[src/rtl/mac_pkg.sv]
package mac_pkg;

    localparam int MAX_W = 64;

    typedef enum logic [2:0] {
        OP_NOP = 3'b000,
        OP_MPY = 3'b001,
        OP_MAC = 3'b010,
        OP_MSC = 3'b011,
        OP_CLR = 3'b100,
        OP_SHF = 3'b101
    } mac_op_e;

    typedef struct packed {
        logic guard;
        logic wide;
    } ovf_t;

    typedef struct packed {
        logic wr;
        logic clr;
    } acc_ctl_t;

    // True when v (sign-extended to MAX_W) is representable in w signed bits.
    function automatic logic sfits(input logic [MAX_W-1:0] v, input int w);
        logic ok;
        ok = 1'b1;
        for (int i = 0; i < MAX_W; i++) begin
            if (i >= w && v[i] != v[w-1]) ok = 1'b0;
        end
        return ok;
    endfunction

    function automatic logic is_write(input mac_op_e o);
        return (o == OP_MPY) || (o == OP_MAC) || (o == OP_MSC) || (o == OP_SHF);
    endfunction

endpackage

[src/rtl/mac_mult.sv]
module mac_mult #(
    parameter int OP_W  = 16,
    parameter int ACC_W = 40
) (
    input  logic [OP_W-1:0]         a,
    input  logic [OP_W-1:0]         b,
    input  logic                    a_uns,
    input  logic                    b_uns,
    input  logic                    frac,
    output logic signed [ACC_W-1:0] prod
);
    localparam int MW = 2 * OP_W + 2;

    logic signed [OP_W:0]      ax;
    logic signed [OP_W:0]      bx;
    logic signed [MW-1:0]      p;
    logic signed [ACC_W-1:0]   pe;

    always_comb begin
        ax   = {a_uns ? 1'b0 : a[OP_W-1], a};
        bx   = {b_uns ? 1'b0 : b[OP_W-1], b};
        p    = ax * bx;
        pe   = {{(ACC_W-MW){p[MW-1]}}, p};
        prod = frac ? (pe <<< 1) : pe;
    end

endmodule

[src/rtl/mac_shift.sv]
module mac_shift #(
    parameter int ACC_W   = 40,
    parameter int SHF_MAX = 16,
    parameter int SH_W    = 6,
    parameter int EXT_W   = 56
) (
    input  logic signed [ACC_W-1:0] acc,
    input  logic signed [SH_W-1:0]  amt,
    output logic signed [EXT_W-1:0] res
);
    localparam int MAG_W = $clog2(SHF_MAX + 1);

    logic [MAG_W-1:0]        mag;
    logic                    left;
    logic signed [EXT_W-1:0] ext;
    int                      s;

    always_comb begin
        s    = int'(amt);
        left = (s > 0);
        if (s > SHF_MAX || s < -SHF_MAX) mag = MAG_W'(SHF_MAX);
        else if (s < 0)                  mag = MAG_W'(-s);
        else                             mag = MAG_W'(s);
        ext  = {{(EXT_W-ACC_W){acc[ACC_W-1]}}, acc};
        res  = left ? (ext <<< mag) : (ext >>> mag);
    end

endmodule

[src/rtl/mac_round.sv]
module mac_round #(
    parameter int OP_W  = 16,
    parameter int ACC_W = 40
) (
    input  logic [ACC_W-1:0] acc,
    input  logic             sat,
    output logic [OP_W-1:0]  rd
);
    localparam int RW = ACC_W - OP_W + 1;

    logic signed [RW-1:0] hi;
    logic signed [RW-1:0] r;
    logic                 fits;

    always_comb begin
        hi   = {acc[ACC_W-1], acc[ACC_W-1:OP_W]};
        r    = hi + $signed({{(RW-1){1'b0}}, acc[OP_W-1]});
        fits = (r[RW-1:OP_W-1] == '0) || (r[RW-1:OP_W-1] == '1);
        if (sat && !fits) rd = r[RW-1] ? {1'b1, {(OP_W-1){1'b0}}} : {1'b0, {(OP_W-1){1'b1}}};
        else              rd = r[OP_W-1:0];
    end

endmodule

[src/rtl/mac_acc_slice.sv]
module mac_acc_slice
    import mac_pkg::*;
#(
    parameter int ACC_W = 40
) (
    input  logic             clk,
    input  logic             rst,
    input  acc_ctl_t         ctl,
    input  logic [ACC_W-1:0] din,
    input  ovf_t             ovf_in,
    output logic [ACC_W-1:0] acc,
    output logic             flg_g,
    output logic             flg_w
);

    always_ff @(posedge clk) begin
        if (rst) begin
            acc   <= '0;
            flg_g <= 1'b0;
            flg_w <= 1'b0;
        end else if (ctl.clr) begin
            acc   <= '0;
            flg_g <= 1'b0;
            flg_w <= 1'b0;
        end else if (ctl.wr) begin
            acc   <= din;
            flg_g <= flg_g | ovf_in.guard;
            flg_w <= flg_w | ovf_in.wide;
        end
    end

    // clear empties the register and both flags
    a_r8_clear_zeroes: assert property (@(posedge clk) disable iff (rst)
        ctl.clr |=> (acc == '0 && !flg_g && !flg_w));

    // guard flag is sticky until a clear
    a_r6_guard_sticky: assert property (@(posedge clk) disable iff (rst)
        (flg_g && !ctl.clr) |=> flg_g);

    // no command, no change
    a_r10_idle_hold: assert property (@(posedge clk) disable iff (rst)
        (!ctl.wr && !ctl.clr) |=> ($stable(acc) && $stable(flg_g) && $stable(flg_w)));

endmodule

[src/rtl/dual_acc_mac.sv]
module dual_acc_mac
    import mac_pkg::*;
#(
    parameter int OP_W    = 16,
    parameter int GUARD_W = 8,
    parameter int N_ACC   = 2,
    parameter int SHF_MAX = 16,
    localparam int PROD_W = 2 * OP_W,
    localparam int ACC_W  = PROD_W + GUARD_W,
    localparam int EXT_W  = ACC_W + SHF_MAX,
    localparam int SH_W   = $clog2(SHF_MAX + 1) + 1,
    localparam int SEL_W  = (N_ACC > 1) ? $clog2(N_ACC) : 1
) (
    input  logic                        clk,
    input  logic                        rst,
    input  logic [2:0]                  op,
    input  logic [SEL_W-1:0]            acc_sel,
    input  logic [OP_W-1:0]             a_in,
    input  logic [OP_W-1:0]             b_in,
    input  logic                        a_uns,
    input  logic                        b_uns,
    input  logic                        frac_en,
    input  logic                        sat_en,
    input  logic [SH_W-1:0]             shamt,
    input  logic [SEL_W-1:0]            rd_sel,
    output logic [N_ACC-1:0][ACC_W-1:0] acc_out,
    output logic [N_ACC-1:0]            ovf_guard,
    output logic [N_ACC-1:0]            ovf_wide,
    output logic [OP_W-1:0]             rd_data
);

    mac_op_e                 op_e;
    logic signed [ACC_W-1:0] acc_cur;
    logic signed [ACC_W-1:0] prod;
    logic signed [EXT_W-1:0] shf_res;
    logic signed [EXT_W-1:0] acc_x;
    logic signed [EXT_W-1:0] prod_x;
    logic signed [EXT_W-1:0] exact;
    logic [MAX_W-1:0]        exact64;
    logic [ACC_W-1:0]        pos_lim;
    logic [ACC_W-1:0]        wr_val;
    ovf_t                    ovf;
    logic                    do_wr;
    logic                    do_clr;

    assign op_e    = mac_op_e'(op);
    assign acc_cur = acc_out[acc_sel];

    mac_mult #(.OP_W(OP_W), .ACC_W(ACC_W)) u_mult (
        .a     (a_in),
        .b     (b_in),
        .a_uns (a_uns),
        .b_uns (b_uns),
        .frac  (frac_en),
        .prod  (prod)
    );

    mac_shift #(.ACC_W(ACC_W), .SHF_MAX(SHF_MAX), .SH_W(SH_W), .EXT_W(EXT_W)) u_shift (
        .acc (acc_cur),
        .amt (shamt),
        .res (shf_res)
    );

    always_comb begin
        acc_x  = {{(EXT_W-ACC_W){acc_cur[ACC_W-1]}}, acc_cur};
        prod_x = {{(EXT_W-ACC_W){prod[ACC_W-1]}}, prod};
        case (op_e)
            OP_MPY:  exact = prod_x;
            OP_MAC:  exact = acc_x + prod_x;
            OP_MSC:  exact = acc_x - prod_x;
            OP_SHF:  exact = shf_res;
            default: exact = '0;
        endcase
        exact64   = {{(MAX_W-EXT_W){exact[EXT_W-1]}}, exact};
        ovf.wide  = !sfits(exact64, ACC_W);
        ovf.guard = !sfits(exact64, PROD_W);
        pos_lim   = {{(GUARD_W+1){1'b0}}, {(PROD_W-1){1'b1}}};
        if (sat_en && ovf.guard) wr_val = exact[EXT_W-1] ? ~pos_lim : pos_lim;
        else                     wr_val = exact[ACC_W-1:0];
        do_wr  = is_write(op_e);
        do_clr = (op_e == OP_CLR);
    end

    for (genvar i = 0; i < N_ACC; i++) begin : g_acc
        acc_ctl_t ctl_i;
        assign ctl_i.wr  = do_wr  && (acc_sel == SEL_W'(i));
        assign ctl_i.clr = do_clr && (acc_sel == SEL_W'(i));

        mac_acc_slice #(.ACC_W(ACC_W)) u_slice (
            .clk    (clk),
            .rst    (rst),
            .ctl    (ctl_i),
            .din    (wr_val),
            .ovf_in (ovf),
            .acc    (acc_out[i]),
            .flg_g  (ovf_guard[i]),
            .flg_w  (ovf_wide[i])
        );

        // a saturating write lands inside the 32-bit signed range
        a_r5_sat_in_range: assert property (@(posedge clk) disable iff (rst)
            (sat_en && do_wr && acc_sel == SEL_W'(i)) |=>
            (acc_out[i][ACC_W-1:PROD_W-1] == '0 || acc_out[i][ACC_W-1:PROD_W-1] == '1));

        // the wide flag never stands without the guard flag
        a_r7_wide_has_guard: assert property (@(posedge clk) disable iff (rst)
            ovf_wide[i] |-> ovf_guard[i]);
    end

    mac_round #(.OP_W(OP_W), .ACC_W(ACC_W)) u_round (
        .acc (acc_out[rd_sel]),
        .sat (sat_en),
        .rd  (rd_data)
    );

endmodule

[config.mk]
export PLATFORM = sky130hd
export DESIGN_NAME = dual_acc_mac
export DESIGN_NICKNAME = d
export VERILOG_FILES = /design/src/rtl/mac_pkg.sv /design/src/rtl/mac_mult.sv /design/src/rtl/mac_shift.sv /design/src/rtl/mac_round.sv /design/src/rtl/mac_acc_slice.sv /design/src/rtl/dual_acc_mac.sv
export SDC_FILE = /design/constraint.sdc
export NUM_CORES = 2
export LEC_CHECK = 0
export BUFFER_PORTS_ARGS = -buffer_cell sky130_fd_sc_hd__buf_2
export CORE_MARGIN = 8
export CORE_UTILIZATION = 36
export CTS_CLUSTER_SIZE = 12
export DETAILED_ROUTE_END_ITERATION = 12
export PLACE_DENSITY_LB_ADDON = 0.1
export REMOVE_ABC_BUFFERS = 1
export SLEW_MARGIN = 20
export SYNTH_ARGS = -nofsm -noshare
export SYNTH_HDL_FRONTEND = slang
export SYNTH_SLANG_ARGS = --single-unit
[constraint.sdc]
create_clock -name clk -period 23.6 [get_ports clk]
set_input_delay 4.72 -clock clk [delete_from_list [all_inputs] [get_ports clk]]
set_output_delay 4.72 -clock clk [all_outputs]
set_load 0.01 [all_outputs]
---- Word level (Yosys, flattened, before mapping) ----
Cells that the tools add are included.
W data, S select, Z words.
word-level totals
  flip-flop bits (word level) ............. 84
  input bits .............................. 49
  output and inout port bits .............. 100
  word-level logic and storage cells ...... 142
cells by class
  $add $sub $neg .......................... 4
  $mul .................................... 1
  magnitude comparators ................... 6
  equality and inequality tests ........... 46
  shift operators ......................... 2
  multiplexer cells ....................... 55
  bitwise operators ....................... 5
  reductions and logical operators ........ 17
operators with widths
  cell                    count
  $mux W40                6
  $pmux W56 S4            1
  $mux W56                1
  $sshl A40 B5 Y56        1
  $sshr A40 B5 Y56        1
  $mux W1                 42
  $add A40 B35 Y41        1
  $sub A40 B35 Y41        1
  $ne A1 B1 Y1            40
  $mul A17 B17 Y34        1
  $mux W34                1
  $mux W16                2
  $add A24 B2 Y25         1
  $eq A10 B10 Y1 const B  1
  $logic_not A10 Y1       1
  $mux W5                 2
  $eq A3 B2 Y1 const B    2
  $eq A3 B3 Y1 const B    2
  $gt A6 B1 Y1 const B    1
  $gt A6 B6 Y1 const B    1
  $logic_and A1 B1 Y1     6
  $lt A6 B1 Y1 const B    1
  $lt A6 B5 Y1 const B    1
  $logic_or A1 B1 Y1      5
  other kinds (7)         14

---- Longest topological paths before layout ----
  depth after elaboration ................. 34
  mapped depth ............................ 45
  mapped depth without buffers ............ 41

---- By module ----
From an unflattened synthesis, not the netlist that was laid out.
second synthesis, totals
  cell total of the unflattened synthesis .. 3632
  area total of the unflattened synthesis .. 29180.5 um2
by module, submodules not included
  module         instances  cells an instance  area each (um2)  sequential area each (um2)
  mac_mult       1          1246               11290.8          0.0
  dual_acc_mac   1          1195               8241.7           0.0
  mac_shift      1          797                5750.5           0.0
  mac_acc_slice  2          137                1522.7           840.8
  mac_round      1          120                852.1            0.0

---- Worst setup path before layout ----
No wires, ideal clock.
  path type ............................... input-to-output
  start point ............................. in rd_sel
  end point ............................... out rd_data[0]
  arrival time ............................ 10.137 ns
  required time ........................... 18.880 ns
  path slack .............................. 8.743 ns
  cell stages on the path ................. 21
  path buffers ............................ 6
  cell sequence ........................... clkbuf_1 -> clkbuf_1 -> buf_1 -> clkbuf_1 -> buf_1 -> mux2_2 -> ha_1 -> inv_1 -> a221oi_1 -> nor3b_1 -> nand3b_1 -> or2_2 -> nor4_1 -> mux2_2 -> nand2_1 -> o21ai_0 -> nand3_1 -> mux2i_1 -> nor2_1 -> clkbuf_1 -> mux2i_1
between the ends
  longest elaborated chain between the ends .. 8
  elaborated cells on any way between the ends .. 10
  classes of those cells .................. add/sub (1); eq/ne (1); mux (4); reduce/logical (4)
ends and longest elaborated chain
  what                                                 RTL line             text
  start, declared                                      dual_acc_mac.sv:25   input logic [SEL_W-1:0] rd_sel,
  $mux W40 (implied by the code) (*) (2 in a row)      dual_acc_mac.sv:111  .acc (acc_out[rd_sel]),
  $add A24 B2 Y25 (*)                                  mac_round.sv:17      r = hi + $signed({{(RW-1){1'b0}}, acc[OP_W-1]});
  $eq A10 B10 Y1 or $logic_not A10 Y1 (tied branches)  mac_round.sv:18      fits = (r[RW-1:OP_W-1] == '0) || (r[RW-1:OP_W-1] == '1);
  $logic_or A1 B1 Y1                                   mac_round.sv:18
  $logic_not A1 Y1                                     mac_round.sv:19      if (sat && !fits) rd = r[RW-1] ? {1'b1, {(OP_W-1){1'b0}}} : {1'b0, {(OP_W-1){1'b1}}};
  $logic_and A1 B1 Y1                                  mac_round.sv:19
  $mux W16 (*)                                         mac_round.sv:19
  end, declared                                        dual_acc_mac.sv:29   output logic [OP_W-1:0] rd_data
Mark *: on every way between the ends. The rest lies on a longest branch, timed or not. The select of a mux whose other input is x is not followed.

---- Worst setup path in the final report ----
  start point ............................. in a_in[15]
  end point ............................... reg g_acc[0].u_slice.acc[3]
between the ends
  longest elaborated chain between the ends .. 33
  elaborated cells on any way between the ends .. 58
  classes of those cells .................. add/sub (2); mul (1); eq/ne (24); mux (29); reduce/logical (2)
ends and longest elaborated chain
  what                                                  RTL line                                text
  start, declared                                       dual_acc_mac.sv:18                      input logic [OP_W-1:0] a_in,
  $mux W1                                               mac_mult.sv:20                          ax = {a_uns ? 1'b0 : a[OP_W-1], a};
  $mul A17 B17 Y34 (*)                                  mac_mult.sv:22                          p = ax * bx;
  $mux W34                                              mac_mult.sv:24                          prod = frac ? (pe <<< 1) : pe;
  $sub A40 B35 Y41 or $add A40 B35 Y41 (tied branches)  dual_acc_mac.sv:70, dual_acc_mac.sv:69
  $pmux W56 S4 (*)                                      dual_acc_mac.sv:67                      case (op_e)
  $ne A1 B1 Y1                                          mac_pkg.sv:29                           if (i >= w && v[i] != v[w-1]) ok = 1'b0;
  $mux W1 (24 in a row)                                 mac_pkg.sv:29
  $logic_not A1 Y1                                      dual_acc_mac.sv:76                      ovf.guard = !sfits(exact64, PROD_W);
  $logic_and A1 B1 Y1                                   dual_acc_mac.sv:78                      if (sat_en && ovf.guard) wr_val = exact[EXT_W-1] ? ~pos_lim : pos_lim;
  $mux W40 (*)                                          dual_acc_mac.sv:78
  end signal, assigned                                  mac_acc_slice.sv:26                     acc <= din;
  end, declared                                         mac_acc_slice.sv:11                     output logic [ACC_W-1:0] acc,
Mark *: on every way between the ends. The rest lies on a longest branch, timed or not.
A chain may end at the register's enable or synchronous reset.

==> results.yml <==
outcome:
  status: "complete, no violations"
worst_setup_path:
  cp_slowest_cell: "nor4b_1"
  reg2reg_to: "g_acc[0].u_slice.acc[3]"
  worst_ep_required_time_ns: 23.89
  critPathArrivalTime_ns: 17.21
  regToRegSetupSlack_ns: 17.09
  cp-end-kind: "flip-flop"
  cp_max_fo: 26
  crit_type: "in2reg"
  worstReg2RegStart: "g_acc[0].u_slice.acc[18]"
  cp_slowest_stage_delay_ns: 0.83
  cp_common_cell: "fa_1"
  reg2reg_depth: 16
  cp-start-kind: "primary input"
sta:
  layout_min_cycle_time_ns: 16.92
  finalSetupTns_ns: 0
  timing.final.hold_violations: 0
  fin_worst_skew_ns: 0.004954
  worstMarginPinSlew_ns: 1.182
  timing.hold.ws_ns: 0.4704
  max_freq_mhz: 59.09
  finalCritPeriodShare_pct: 71.71
  rsz0062_at_grt: "false"
  slew-limit-headroom_pct: 20.38
  slew_viol_final: 0
  setup-violations-final: 0
yosys:
  ys_ff_latch: 84
  synth-edff-count: 0
  synth_area_per_cell_sq_um: 7.617
  synth_cells: 3536
  synth_top_area_share_pct: 22.15
  synth.largest_area_cell: "fa_1"
  syn_area_sq_um: 26930
  synth_warnings: 0
  async_flop_share_pct: 0
  ys_seq_area_share_pct: 6.244
  yosys_most_used_dff: "dfxtp_1"
  synth_common_cells: "434 x inv_1, 356 x nand2_1, 298 x fa_1"
  synth.most_common_cell: "inv_1"
  synth_area_leaders: "fa_1 22%, ha_1 7.8%, dfxtp_1 6.2%"
  synth.distinct_cells: 92
finish:
  finalNetCount: 4039
  drive_above_1_share_pct: 9.524
  syn_to_final_growth_pct: 6.559
  post-route-util_pct: 38.62
drt:
  vias: 26825
  drt-vias-per-instance: 5.962
  avgRoutedWirePerCell_microns: 24.40
  dr.pass1.iters: 8
  drc: 0
  ant_nets: 0
  routed_wl_microns: 109800
  drtIter0Drc: 3018
cts:
  cts_max_path_buffers: 2
  hold_buffers: 0
  cts_resized: 0
  postCtsSetupRepairBufs: 0
  clock-sinks: 84
  clkTransAtPathRegs_ns: 0.06
  htree_num_levels: 3
  cts_buffers: 9
  cts_tree: "done"
  cts_root_buf: "clkbuf_16"
  worstSkewPairLatency_ns: 0.35
global_route:
  grt_max_degree: 71
  grt_pass1_vias: 26336
  grt.total_usage_pct: 25.74
  grt_pass1_wl_microns: 166600
  overflow: 0
  antenna_found_initial: 4
floorplan:
  rows: 100
  die_w_microns: 289.5
  start_util_pct: 36.24
  io_pins: 149
  core_region_area_sq_um: 74320
  fp.dieH_microns: 289.5
  dieArea_sq_um: 83820
worst_hold_path:
  holdPathEnd: "g_acc[1].u_slice.flg_w"
  hold_class: "reg2reg"
  min_from: "g_acc[1].u_slice.flg_w"
  hold_depth: 2
place:
  gpl.final_weighted_congestion: 1.007
  io_buffers: 148
  dp_hpwl_microns: 89430
run:
  cap_viol_max_count: 0
==> how the worst max path moves through the flow <==
| stage | startpoint | to | slack, ns |
|---|---|---|---|
| final | a_in[15] | g_acc[0].u_slice.acc[3] | 6.68 |
| after global routing | a_in[15] | g_acc[0].u_slice.acc[38] | 5.87 |
| after CTS | a_in[15] | g_acc[0].u_slice.acc[3] | 6.90 |
| after detailed placement | a_in[15] | g_acc[0].u_slice.acc[38] | 6.65 |
| after global placement | a_in[15] | g_acc[0].u_slice.acc[2] | 6.58 |
| after floorplan | a_in[15] | g_acc[0].u_slice.acc[0] | 9.08 |
==> cells by family (layout without fill, tap and decap cells) <==
group,after synthesis,in the layout,synth area share [%]
AND/OR/NAND/NOR,1069,1069,18.96
AO/OA/AOI/OAI,946,946,23.66
buffers and inverters,655,647,9.440
adder cells (fa/ha/maj),466,466,29.95
multiplexers,225,225,8.775
XOR/XNOR,91,91,2.959
flip-flops,84,84,6.244
other,0,2,0
==> final cells by class <==
| type | instances | area [sq um] |
|---|---|---|
| Timing Repair Buffer | 195 | 1094 |
| Inverter | 437 | 1640 |
| Antenna cell | 2 | 5.005 |
| Clock inverter | 4 | 50.05 |
| Sequential cell | 84 | 1682 |
| Multi-Input combinational cell | 2797 | 22770 |
| Clock buffer | 11 | 242.7 |
| Tap cell | 969 | 1212 |
| Fill cell | 7949 | 45620 |
==> worst max-delay path, delay by kind of cell <==
family | cells | cell delay (ns)
buffers and inverters | 6 | 1.15
adder cells (fa/ha/maj) | 8 | 4.30
AND/OR/NAND/NOR | 10 | 3.12
AO/OA/AOI/OAI | 12 | 3.86
==> placed cells by master (no fill, tap or decap), drive strengths merged, types with 11 or more instances in the layout <==
master,count
mux2i,163
xnor2,69
a22o,35
xor2,22
a21oi,219
or2,18
fa,298
a21o,27
and3,18
buf,195
o22ai,54
o311ai,12
nand3,73
dfxtp,84
nor2,244
ha,168
a211oi,35
a31oi,20
nor3,68
o211ai,51
inv,434
nand4,21
o31ai,26
a221oi,21
o21ai,218
o21bai,26
and2,150
nand2b,30
or3,13
mux2,59
a22oi,11
nor4,23
nand2,357
a211o,14
clkbuf,11
o221ai,38
o21a,19
nor2b,21
==> through the flow <==
stage | std cells | worst slack (ns) | cell area [sq um]
after floorplan | 3318 | 9.080 | 26030
after global placement | 4482 | 6.578 | 28400
after detailed placement | 4482 | 6.645 | 28400
after CTS | 4497 | 6.896 | 28700
after global routing | 4497 | 5.866 | 28700
final | 4499 | 6.677 | 28700
==> metal layers <==
layer | vias up | GRT usage [%] | wire length, microns
met1 | 13176 | 36.32 | 49020
met4 | 2 | 9.221 | 4652
met2 | 1173 | 38.62 | 46910
met3 | 221 | 5.213 | 9181
met5 | - | 0.3567 | 12
li1 | 12253 | - | -
==> state kept, by name (all words and copies together), names as in the netlist <==
name                 flops
g_acc.u_slice.acc       80
g_acc.u_slice.flg_g      2
g_acc.u_slice.flg_w      2
Power is left out: the tool's default activity adds up to more than one toggle a clock period on the data nets, which glitch-free logic cannot reach.
